==> config.mk <==
export PLATFORM = sky130hd
export DESIGN_NAME = uart_fifo_flow
export DESIGN_NICKNAME = d
export VERILOG_FILES = /design/src/rtl/uart_fifo_flow_pkg.sv /design/src/rtl/uart_fifo_flow_ctrl.sv /design/src/rtl/uart_fifo_flow_dp.sv /design/src/rtl/uart_fifo_flow.sv
export SDC_FILE = /design/constraint.sdc
export NUM_CORES = 1
export LEC_CHECK = 0
export ABC_AREA = 1
export BUFFER_PORTS_ARGS = -buffer_cell sky130_fd_sc_hd__buf_2
export CORE_MARGIN = 2
export CORE_UTILIZATION = 51
export CTS_BUF_LIST = sky130_fd_sc_hd__clkbuf_8
export CTS_CLUSTER_DIAMETER = 100
export DETAILED_ROUTE_END_ITERATION = 8
export GPL_ROUTABILITY_DRIVEN = 0
export PLACE_DENSITY = 0.95
export SLEW_MARGIN = 0
export SYNTH_ARGS = -nofsm -noshare
export SYNTH_HDL_FRONTEND = slang
export SYNTH_SLANG_ARGS = --single-unit
==> constraint.sdc <==
create_clock -name clk -period 3 [get_ports clk]
set_clock_uncertainty 0.05 [all_clocks]
set_input_delay 0.15 -clock clk [delete_from_list [all_inputs] [get_ports clk]]
set_output_delay 0.15 -clock clk [all_outputs]
set_load 0.01 [all_outputs]
==> src/rtl/uart_fifo_flow_pkg.sv <==
package uart_fifo_flow_pkg;
  typedef struct packed {
    logic rxSet;
    logic rxClr;
    logic txSet;
    logic txClr;
    logic rtsLow;
    logic tmoClr;
    logic tmoStep;
  } flowStrobes_t;
endpackage

==> src/rtl/uart_fifo_flow_ctrl.sv <==
module uart_fifo_flow_ctrl
  import uart_fifo_flow_pkg::*;
#(
  parameter int DEPTH = 64,
  localparam int CW = $clog2(DEPTH + 1)
) (
  input  logic [CW-1:0] rxCount,
  input  logic [CW-1:0] rxTrig,
  input  logic [CW-1:0] txCount,
  input  logic [CW-1:0] txTrig,
  input  logic          rxErr,
  input  logic          rxPush,
  input  logic          rxPop,
  input  logic          charTick,
  input  logic          rtsManual,
  input  logic          autoRtsEn,
  input  logic          tmoHit,
  output flowStrobes_t  strobes
);
  logic [CW-1:0] txFree;
  logic rxAtTrig;
  logic armed;

  always_comb begin
    txFree   = CW'(DEPTH) - txCount;
    rxAtTrig = (rxCount >= rxTrig);
    armed    = (rxCount != '0) && !rxAtTrig;

    strobes.rxClr   = (rxCount == '0) || rxErr;
    strobes.rxSet   = rxAtTrig || (tmoHit && armed);
    strobes.txClr   = (txCount == CW'(DEPTH));
    strobes.txSet   = (txFree >= txTrig);
    strobes.rtsLow  = autoRtsEn ? (rtsManual && !rxAtTrig) : rtsManual;
    strobes.tmoClr  = rxPush || rxPop || !armed;
    strobes.tmoStep = charTick && armed;
  end
endmodule

==> src/rtl/uart_fifo_flow_dp.sv <==
module uart_fifo_flow_dp
  import uart_fifo_flow_pkg::*;
#(
  parameter int TMO_CHARS = 4,
  localparam int TW = $clog2(TMO_CHARS + 1)
) (
  input  logic         clk,
  input  logic         rst,
  input  flowStrobes_t strobes,
  input  logic         loopEn,
  input  logic         txSerIn,
  input  logic         rxPin,
  output logic         tmoHit,
  output logic         rxRdyN,
  output logic         txRdyN,
  output logic         rtsN,
  output logic         txPin,
  output logic         rxSerOut
);
  logic [TW-1:0] tmoCnt;

  assign tmoHit = (tmoCnt == TW'(TMO_CHARS));

  always_ff @(posedge clk) begin
    if (rst) begin
      tmoCnt   <= '0;
      rxRdyN   <= 1'b1;
      txRdyN   <= 1'b1;
      rtsN     <= 1'b1;
      txPin    <= 1'b1;
      rxSerOut <= 1'b1;
    end else begin
      if (strobes.tmoClr)
        tmoCnt <= '0;
      else if (strobes.tmoStep && !tmoHit)
        tmoCnt <= tmoCnt + 1'b1;

      if (strobes.rxClr)      rxRdyN <= 1'b1;
      else if (strobes.rxSet) rxRdyN <= 1'b0;

      if (strobes.txClr)      txRdyN <= 1'b1;
      else if (strobes.txSet) txRdyN <= 1'b0;

      rtsN     <= !strobes.rtsLow;
      txPin    <= loopEn ? 1'b1 : txSerIn;
      rxSerOut <= loopEn ? txSerIn : rxPin;
    end
  end
endmodule

==> src/rtl/uart_fifo_flow.sv <==
module uart_fifo_flow
  import uart_fifo_flow_pkg::*;
#(
  parameter int DEPTH     = 64,
  parameter int TMO_CHARS = 4,
  localparam int CW = $clog2(DEPTH + 1)
) (
  input  logic          clk,
  input  logic          rst,
  input  logic [CW-1:0] rxCount,
  input  logic [CW-1:0] rxTrig,
  input  logic [CW-1:0] txCount,
  input  logic [CW-1:0] txTrig,
  input  logic          rxErr,
  input  logic          rxPush,
  input  logic          rxPop,
  input  logic          charTick,
  input  logic          rtsManual,
  input  logic          autoRtsEn,
  input  logic          loopEn,
  input  logic          txSerIn,
  input  logic          rxPin,
  output logic          rxRdyN,
  output logic          txRdyN,
  output logic          rtsN,
  output logic          txPin,
  output logic          rxSerOut
);
  flowStrobes_t strobes;
  logic tmoHit;

  uart_fifo_flow_ctrl #(.DEPTH(DEPTH)) u_ctrl (
    .rxCount(rxCount), .rxTrig(rxTrig), .txCount(txCount), .txTrig(txTrig),
    .rxErr(rxErr), .rxPush(rxPush), .rxPop(rxPop), .charTick(charTick),
    .rtsManual(rtsManual), .autoRtsEn(autoRtsEn), .tmoHit(tmoHit),
    .strobes(strobes)
  );

  uart_fifo_flow_dp #(.TMO_CHARS(TMO_CHARS)) u_dp (
    .clk(clk), .rst(rst), .strobes(strobes), .loopEn(loopEn),
    .txSerIn(txSerIn), .rxPin(rxPin), .tmoHit(tmoHit),
    .rxRdyN(rxRdyN), .txRdyN(txRdyN), .rtsN(rtsN),
    .txPin(txPin), .rxSerOut(rxSerOut)
  );
endmodule

==> impl_summary.txt, run 1 <==
----------------------------------------------------
[Outcome]
  Run status ... completed

[GRT]
  Via count of the first global-routing pass ... between 900 and 1,000
  Grt total ovfl ... 0
  Antenna violations before repair ... 0
  Global-route wire length before repair ... around 3500 um
  Pin count of the biggest net entering global routing ... 7
  GRT Resource Usage Total ... 22.6%

[Logic synthesis]
  Sequential area share after synthesis ... approximately 18%
  Combinational family with the most area after synthesis ... simple AND/OR/NAND/NOR gates
  Share of synthesized cell area in full adder, half adder and majority cells ... roughly a quarter
  Most frequent cell after synthesis ... sky130_fd_sc_hd__inv_1
  Multiplexer area fraction after synthesis ... 0%
  Top cell type by total area after synthesis ... sky130_fd_sc_hd__ha_1
  Number of enable-type register cells in the synthesized netlist ... 0
  Avg Inst Size Synth ... 6.82 um^2
  Count of cell types in the netlist ... 24
  Post-synthesis instance area ... ~910 um^2
  Net count of the mapped netlist ... 190
  Area fraction in compound gates after synthesis ... between 10% and 20%
  Top FF cell, synth ... sky130_fd_sc_hd__dfxtp_1
  Top post-synthesis cells by area ... sky130_fd_sc_hd__ha_1, sky130_fd_sc_hd__dfxtp_1, sky130_fd_sc_hd__inv_1
  Cell count after synthesis ... around 130
  Synth top area share ... about a quarter
  Flip-flop and latch count after synthesis ... 8
  Async set-reset flop share out of synthesis ... 0%
  Area share of and/or/nand/nor cells after synthesis ... around 31%
  Most used standard cells in the synthesized netlist ... sky130_fd_sc_hd__inv_1, sky130_fd_sc_hd__nand2_1, sky130_fd_sc_hd__ha_1
  Post-synthesis share of cell area spent on xor and xnor gates ... under 10%
  Yosys Warn Count ... 0

[STA]
  Worst-margin pin slew ... 346 ps
  Crit share post-route ... 56.0%
  RSZ-0062 raised after global routing ... no
  Normalized max-slew margin ... about three quarters
  Total setup violations reported at the end of the flow ... 0
  Final min period ... ~1700 ps
  Final-report hold violation count ... 0
  Setup tns final ... 0 ps
  Maximum operating frequency ... 0.595 GHz
  Final Max Slew Viols ... 0
  Worst hold margin ... about 60 ps

[Die]
  Die X ... ~46 um
  Die boundary height ... ~46 um
  CORE AREA ... ~0.0017 mm^2
  I/O pin total ... between 40 and 50
  Cell row count ... 15
  Total Die Area ... around 0.0021 mm^2
  Effective utilization at floorplan ... approximately 53%

[Power]
  Overall power consumption ... 0.000378 W
  Static Leakage ... around 0.7 nW
  Sw Pwr ... around 0.00012 W
  Logic gate share of total power ... around a third
  Internal power ... approximately 0.00026 W
  Cell Pwr Density ... about 310 mW/mm^2
  Sequential share of power ... about 30%
  Part of the total power dissipated in the clock network ... about 35%
  Max IR drop VDD ... 0.441 mV
  Proportion of total power due to net switching ... a little under a third

[Clocking]
  PostCTS Resize Cnt ... 0
  Quantity of hold-fixing buffers added after cts ... 0
  Library cell used as clock root buffer ... sky130_fd_sc_hd__clkbuf_8
  Clock latency on the worst-skew pair ... between 200 and 250 ps
  Clock sinks ... 8
  Clock-pin slew reported for the worst setup and hold paths after clock tree synthesis ... around 40 ps
  Setup fix buffers added after clock tree synthesis ... 0
  TritonCTS clock tree ... done
  Maximum count of clock buffers along a single path ... 2
  CTS H-Tree Depth ... 1
  TritonCTS buffer count ... 3

[Worst setup path]
  Logic depth of the worst register-to-register path ... 8
  Critical Path Start Type ... primary input
  Launching instance or port of the critical path ... txCount[0]
  Critical register-to-register path startpoint ... u_dp.tmoCnt[0]$_SDFFE_PP0P_
  Reg2reg end ... u_dp.tmoCnt[2]$_SDFFE_PP0P_
  Worst Path Max Fanout ... 3
  Start-to-end type of the worst setup path ... primary input to flop
  Reg-to-reg slack, setup ... between 1500 and 2000 ps
  Crit. End Element ... flop
  Capturing element of the worst setup path ... u_dp.txRdyN$_SDFFE_PP1P_
  Data required time at the worst endpoint ... between 3000 and 4000 ps
  Arrival @ worst endpoint ... 1750 ps

[Final layout]
  Number of antenna diodes ... 0
  Fraction of layout instances using a drive strength above 1 ... between 30% and 40%
  Filler cell count ... 164
  Synth-to-Final Area Change ... 31.5%
  Area of combinational cells with multiple inputs ... around 630 um^2
  Sequential Area ... approximately 160 um^2
  Net count of the finished layout ... about 240

[Run]
  Reported max-cap violation count ... 0

[Routing]
  Vias after detailed routing ... about 1,000
  Number of nets still failing antenna checks after routing ... 0
  Routed len/inst ... 10.3 um
  Overall routed net length ... 2110 um
  Residual DRC count ... 0
  Average via count per standard cell ... 4.80
  Total iterations of the first detailed-routing run ... 4
  Count of routing violations after the opening detailed-route iteration ... 1

[Min path]
  Class of the tightest hold or removal check ... primary input to flop

[Placed design]
  Half-perimeter wire length after placement ... between 1500 and 2000 um
  Port bufs ... 43

----------------------------------------------------
==> cells in the final DEF, fill, tap and decap left out, drive strengths merged <==
cell    netlist  final
o21ai         4      4
o21a          1      1
nor3          5      5
dfxtp         8      8
inv          32     32
a21oi         9      9
xnor2         3      3
nand4         4      4
xor2          2      2
clkbuf        0      3
nand3         6      6
or3           1      1
nor2          9      9
nand3b        1      1
nand2        30     30
ha           17     17
or2           2      2
buf           0     43
==> area by class of cell <==
type                            count  area share, %
Inverter                           32           10.0
Timing Repair Buffer               43           17.9
Tap cell                           25           2.60
Multi-Input combinational cell     94           52.7
Clock buffer                        3           3.44
Sequential cell                     8           13.3
==> logic make-up (layout without fill, tap and decap cells) <==
family	after synthesis	after routing
and+or+nand+nor	58	58
buffers and inverters	32	78
xor gates and xnor gates	5	5
DFF	8	8
adders and majority gates	17	17
AOI/OAI and AO/OA	14	14
==> per-layer routing <==
metal | part of all wire, % | vias up | routed length (um) | track usage [%]
li1 | - | 520 | - | -
met1 | 38 | 427 | 798 | 20.7
met2 | 54 | 32 | 1140 | 46.1
met3 | 5.9 | 6 | 125 | 7.84
met4 | 2.1 | 0 | 44 | 5.14
met5 | 0 | - | 0 | 0
==> worst min path at each step <==
stage	from	endpoint	slack (ps)	cells after the start
after floorplan	rtsManual	u_dp.rtsN$_SDFF_PP1_	190	1
after global placement	rtsManual	u_dp.rtsN$_SDFF_PP1_	290	2
after detailed placement	rtsManual	u_dp.rtsN$_SDFF_PP1_	290	2
after CTS	rtsManual	u_dp.rtsN$_SDFF_PP1_	60	2
after global routing	rtsManual	u_dp.rtsN$_SDFF_PP1_	50	2
final	rtsManual	u_dp.rtsN$_SDFF_PP1_	60	2
==> stage by stage <==
step                      setup WS [ps]  utilization, %  cell area (um^2)  std cells
final                              1320            70.3              1200        205
after global routing               1210            70.3              1200        205
after CTS                          1330            70.3              1200        205
after floorplan                    1380               -               913        134
after global placement             1230            67.9              1160        202
after detailed placement           1090            67.9              1160        202
==> state kept, by name, summed over array words and instances (netlist names) <==
name	cells
u_dp.rtsN	1
u_dp.rxRdyN	1
u_dp.rxSerOut	1
u_dp.tmoCnt	3
u_dp.txPin	1
u_dp.txRdyN	1
==> critical path: stages <==
cell                      delay [ps]
sky130_fd_sc_hd__buf_2           100
sky130_fd_sc_hd__inv_1            90
sky130_fd_sc_hd__ha_1            200
sky130_fd_sc_hd__nand2_1         100
sky130_fd_sc_hd__nor3_2          190
sky130_fd_sc_hd__xnor2_1         150
sky130_fd_sc_hd__inv_1            60
sky130_fd_sc_hd__ha_1            310
sky130_fd_sc_hd__nand2_1          80
sky130_fd_sc_hd__o21a_1          180
sky130_fd_sc_hd__nand4_1          90
sky130_fd_sc_hd__nand2_1          50
==> power groups by stage <==
| stage | Sequential, W | Combinational [W] | Clock, W |
|---|---|---|---|
| after floorplan | 0.000119 | 0.0000802 | 0 |
| after global placement | 0.000116 | 0.000125 | 0 |
| after detailed placement | 0.000116 | 0.000134 | 0 |
| after CTS | 0.000114 | 0.000134 | 0.000135 |
| after global routing | 0.000115 | 0.000152 | 0.000145 |
| final | 0.000114 | 0.000133 | 0.000131 |
No activity file was read; power rests on OpenSTA's default activity.
==> run 2: changes to the inputs <==
Settings changed: CORE_UTILIZATION 51 to 47, PLACE_DENSITY 0.95 to 0.9.
Clock period 3 ns to 1.6 ns, I/O delays scaled along.
==> run 2 against run 1 <==
  * Clock-buffer cell count is the same
  * Critical endpoint unchanged
  * Sequential share of layout area down 0.94 points
  * Wire length rose by 7.3%
==> impl_summary.txt, run 2 (same netlist as run 1, synthesis figures left out) <==
----------------------------------------------------
[Outcome]
  Run status ... completed

[Die]
  Cell row count ... 15
  I/O pin total ... 44
  Effective utilization at floorplan ... approximately 51%
  CORE AREA ... approximately 0.0018 mm^2
  Die boundary height ... approximately 48 um
  Die X ... roughly 48 um
  Total Die Area ... between 0.002 and 0.0025 mm^2

[Worst setup path]
  Reg-to-reg slack, setup ... 160 ps
  Crit. End Element ... flop
  Reg2reg end ... u_dp.tmoCnt[2]$_SDFFE_PP0P_
  Crit path max-delay cell type ... sky130_fd_sc_hd__ha_4
  Worst Path Max Fanout ... 3
  Delay of the slowest critical-path stage ... between 200 and 300 ps
  Logic depth of the worst register-to-register path ... 8
  Critical Path Start Type ... primary input
  Cells along the critical path ... buf_2 > inv_1 > ha_4 > nand2_2 > nor3_4 > xnor2_1 > inv_1 > ha_4 > nand2_1 > o21a_1 > nand4_1 > nand2_1
  Start-to-end type of the worst setup path ... primary input to flop
  Critical register-to-register path startpoint ... u_dp.tmoCnt[0]$_SDFFE_PP0P_
  Arrival @ worst endpoint ... approximately 1600 ps
  Data required time at the worst endpoint ... 1670 ps

[Final layout]
  Flip-flop count of the largest register after layout ... 3
  Fraction of layout instances using a drive strength above 1 ... between 30 and 40%
  Number of antenna diodes ... 0
  Final standard cell utilization of the core ... between 70 and 80%
  Filler cell count ... between 150 and 200
  Register with the most flip-flops ... u_dp.tmoCnt
  Count of non-filler cells in the finished layout ... roughly 210
  Net count of the finished layout ... 245
  Synth-to-Final Area Change ... 41.5%
  Commonest cells after routing, fill and taps aside ... sky130_fd_sc_hd__buf_2, sky130_fd_sc_hd__inv_1, sky130_fd_sc_hd__nand2_1
  Leading cell type in the layout, fill and taps excluded ... sky130_fd_sc_hd__buf_2

[Clocking]
  TritonCTS clock tree ... done
  Clock-pin slew reported for the worst setup and hold paths after clock tree synthesis ... approximately 40 ps
  CTS H-Tree Depth ... 1
  Library cell used as clock root buffer ... sky130_fd_sc_hd__clkbuf_8
  TritonCTS buffer count ... 3
  Maximum count of clock buffers along a single path ... 2
  Clock latency on the worst-skew pair ... around 230 ps
  Clock sinks ... 8

[STA]
  Final min period ... 1500 ps
  Worst-margin pin slew ... between 300 and 400 ps
  Normalized max-slew margin ... ~74%
  Final Max Slew Viols ... 0
  Setup tns final ... 0 ps
  Final-report hold violation count ... 0
  Worst path setup slack after routing ... roughly 96 ps
  Crit share post-route ... between 90% and 100%
  RSZ-0062 raised after global routing ... no
  Maximum operating frequency ... 0.665 GHz
  Total setup violations reported at the end of the flow ... 0

[Placed design]
  Half-perimeter wire length after placement ... 1920 um
  Total instance count after detailed placement ... approximately 200
  Port bufs ... 43
  Worst Setup Slack post-DPL ... -192 ps

[Min path]
  Startpoint of the most critical hold path ... loopEn
  End point of the most critical hold path ... u_dp.txPin$_SDFF_PP1_
  Class of the tightest hold or removal check ... primary input to flop
  Hold Crit Depth ... 2

[Routing]
  Vias after detailed routing ... about 1,000
  Total iterations of the first detailed-routing run ... 2
  Overall routed net length ... 2260 um
  Routed len/inst ... 10.7 um
  Residual DRC count ... 0
  Number of nets still failing antenna checks after routing ... 0
  Count of routing violations after the opening detailed-route iteration ... 5
  Average via count per standard cell ... 4.77

[Run]
  Reported max-cap violation count ... 0

[GRT]
  Grt total ovfl ... 0
  Via count of the first global-routing pass ... approximately 1,000
  Antenna violations before repair ... 0
  GRT Resource Usage Total ... between 20% and 30%
  Global-route wire length before repair ... 3570 um
  Pin count of the biggest net entering global routing ... 7

[Power]
  Static Leakage ... about 0.74 nW
  Cell Pwr Density ... between 500 and 600 mW/mm^2
  Max IR drop VDD ... approximately 0.54 mV

----------------------------------------------------
## run 2: cell count changes in the layout (fill, tap and decap cells not counted), sizes merged
| cell | before | now |
|---|---|---|
| buf | 43 | 48 |
| dlygate4sd3 | 0 | 2 |
## run 2: worst max path at each step
stage / start / endpoint / slack, ps / depth (start not counted)
finish: txCount[1] / u_dp.txRdyN$_SDFFE_PP1P_ / 100 / 12
global route: txCount[1] / u_dp.txRdyN$_SDFFE_PP1P_ / 10 / 12
CTS: txCount[0] / u_dp.txRdyN$_SDFFE_PP1P_ / 30 / 12
detailed placement: txCount[0] / u_dp.txRdyN$_SDFFE_PP1P_ / -190 / 12
global placement: txCount[0] / u_dp.txRdyN$_SDFFE_PP1P_ / -70 / 12
floorplan: txCount[0] / u_dp.txRdyN$_SDFFE_PP1P_ / 50 / 11
## run 2: critical path, delay by kind of cell
family / cells / cell delay (ps)
AO/OA/AOI/OAI: 1 / 190
buffers and inverters: 3 / 280
AND/OR/NAND/NOR: 5 / 460
adder cells (fa/ha/maj): 2 / 430
XOR/XNOR: 1 / 140
## run 2: metal layers
metal,vias up,share of wire [%],global-route usage [%]
met2,34,52,44.5
met1,445,41,20.0
met5,-,0,0
li1,529,-,-
met4,0,1.5,7.03
met3,4,5.5,7.17
## run 2: repair_timing
item / 4_1_cts / 5_1_grt
setup buffers: 0 / 1
resized for setup: 0 / 5
hold endpoints to repair: 2 / 0
hold buffers: 2 / 0
setup endpoints to repair: 0 / 1
## run 2: final cells by class
| cell class | instances | area (um^2) | share of cell area [%] |
|---|---|---|---|
| Multi-Input combinational cell | 94 | 667 | 51.6 |
| Timing Repair Buffer | 50 | 273 | 21.1 |
| Sequential cell | 8 | 160 | 12.4 |
| Inverter | 32 | 120 | 9.29 |
| Clock buffer | 3 | 41.3 | 3.19 |
| Tap cell | 25 | 31.3 | 2.42 |
## run 2: power breakdown
group | leakage (nW) | total [W] | switching, W | internal [W]
combinational | 0.650 | 0.000272 | 0.000142 | 0.000130
sequential | 0.0658 | 0.000215 | 0.00000440 | 0.000211
clock | 0.0216 | 0.000242 | 0.0000788 | 0.000163
## run 2: stage by stage
stage	hold slack (ps)	power, W	area, um^2
CTS	13.1	0.000723	1250
floorplan	116	0.000373	913
global route	21.4	0.000780	1290
global placement	224	0.000461	1190
finish	15.1	0.000729	1290
detailed placement	225	0.000475	1190
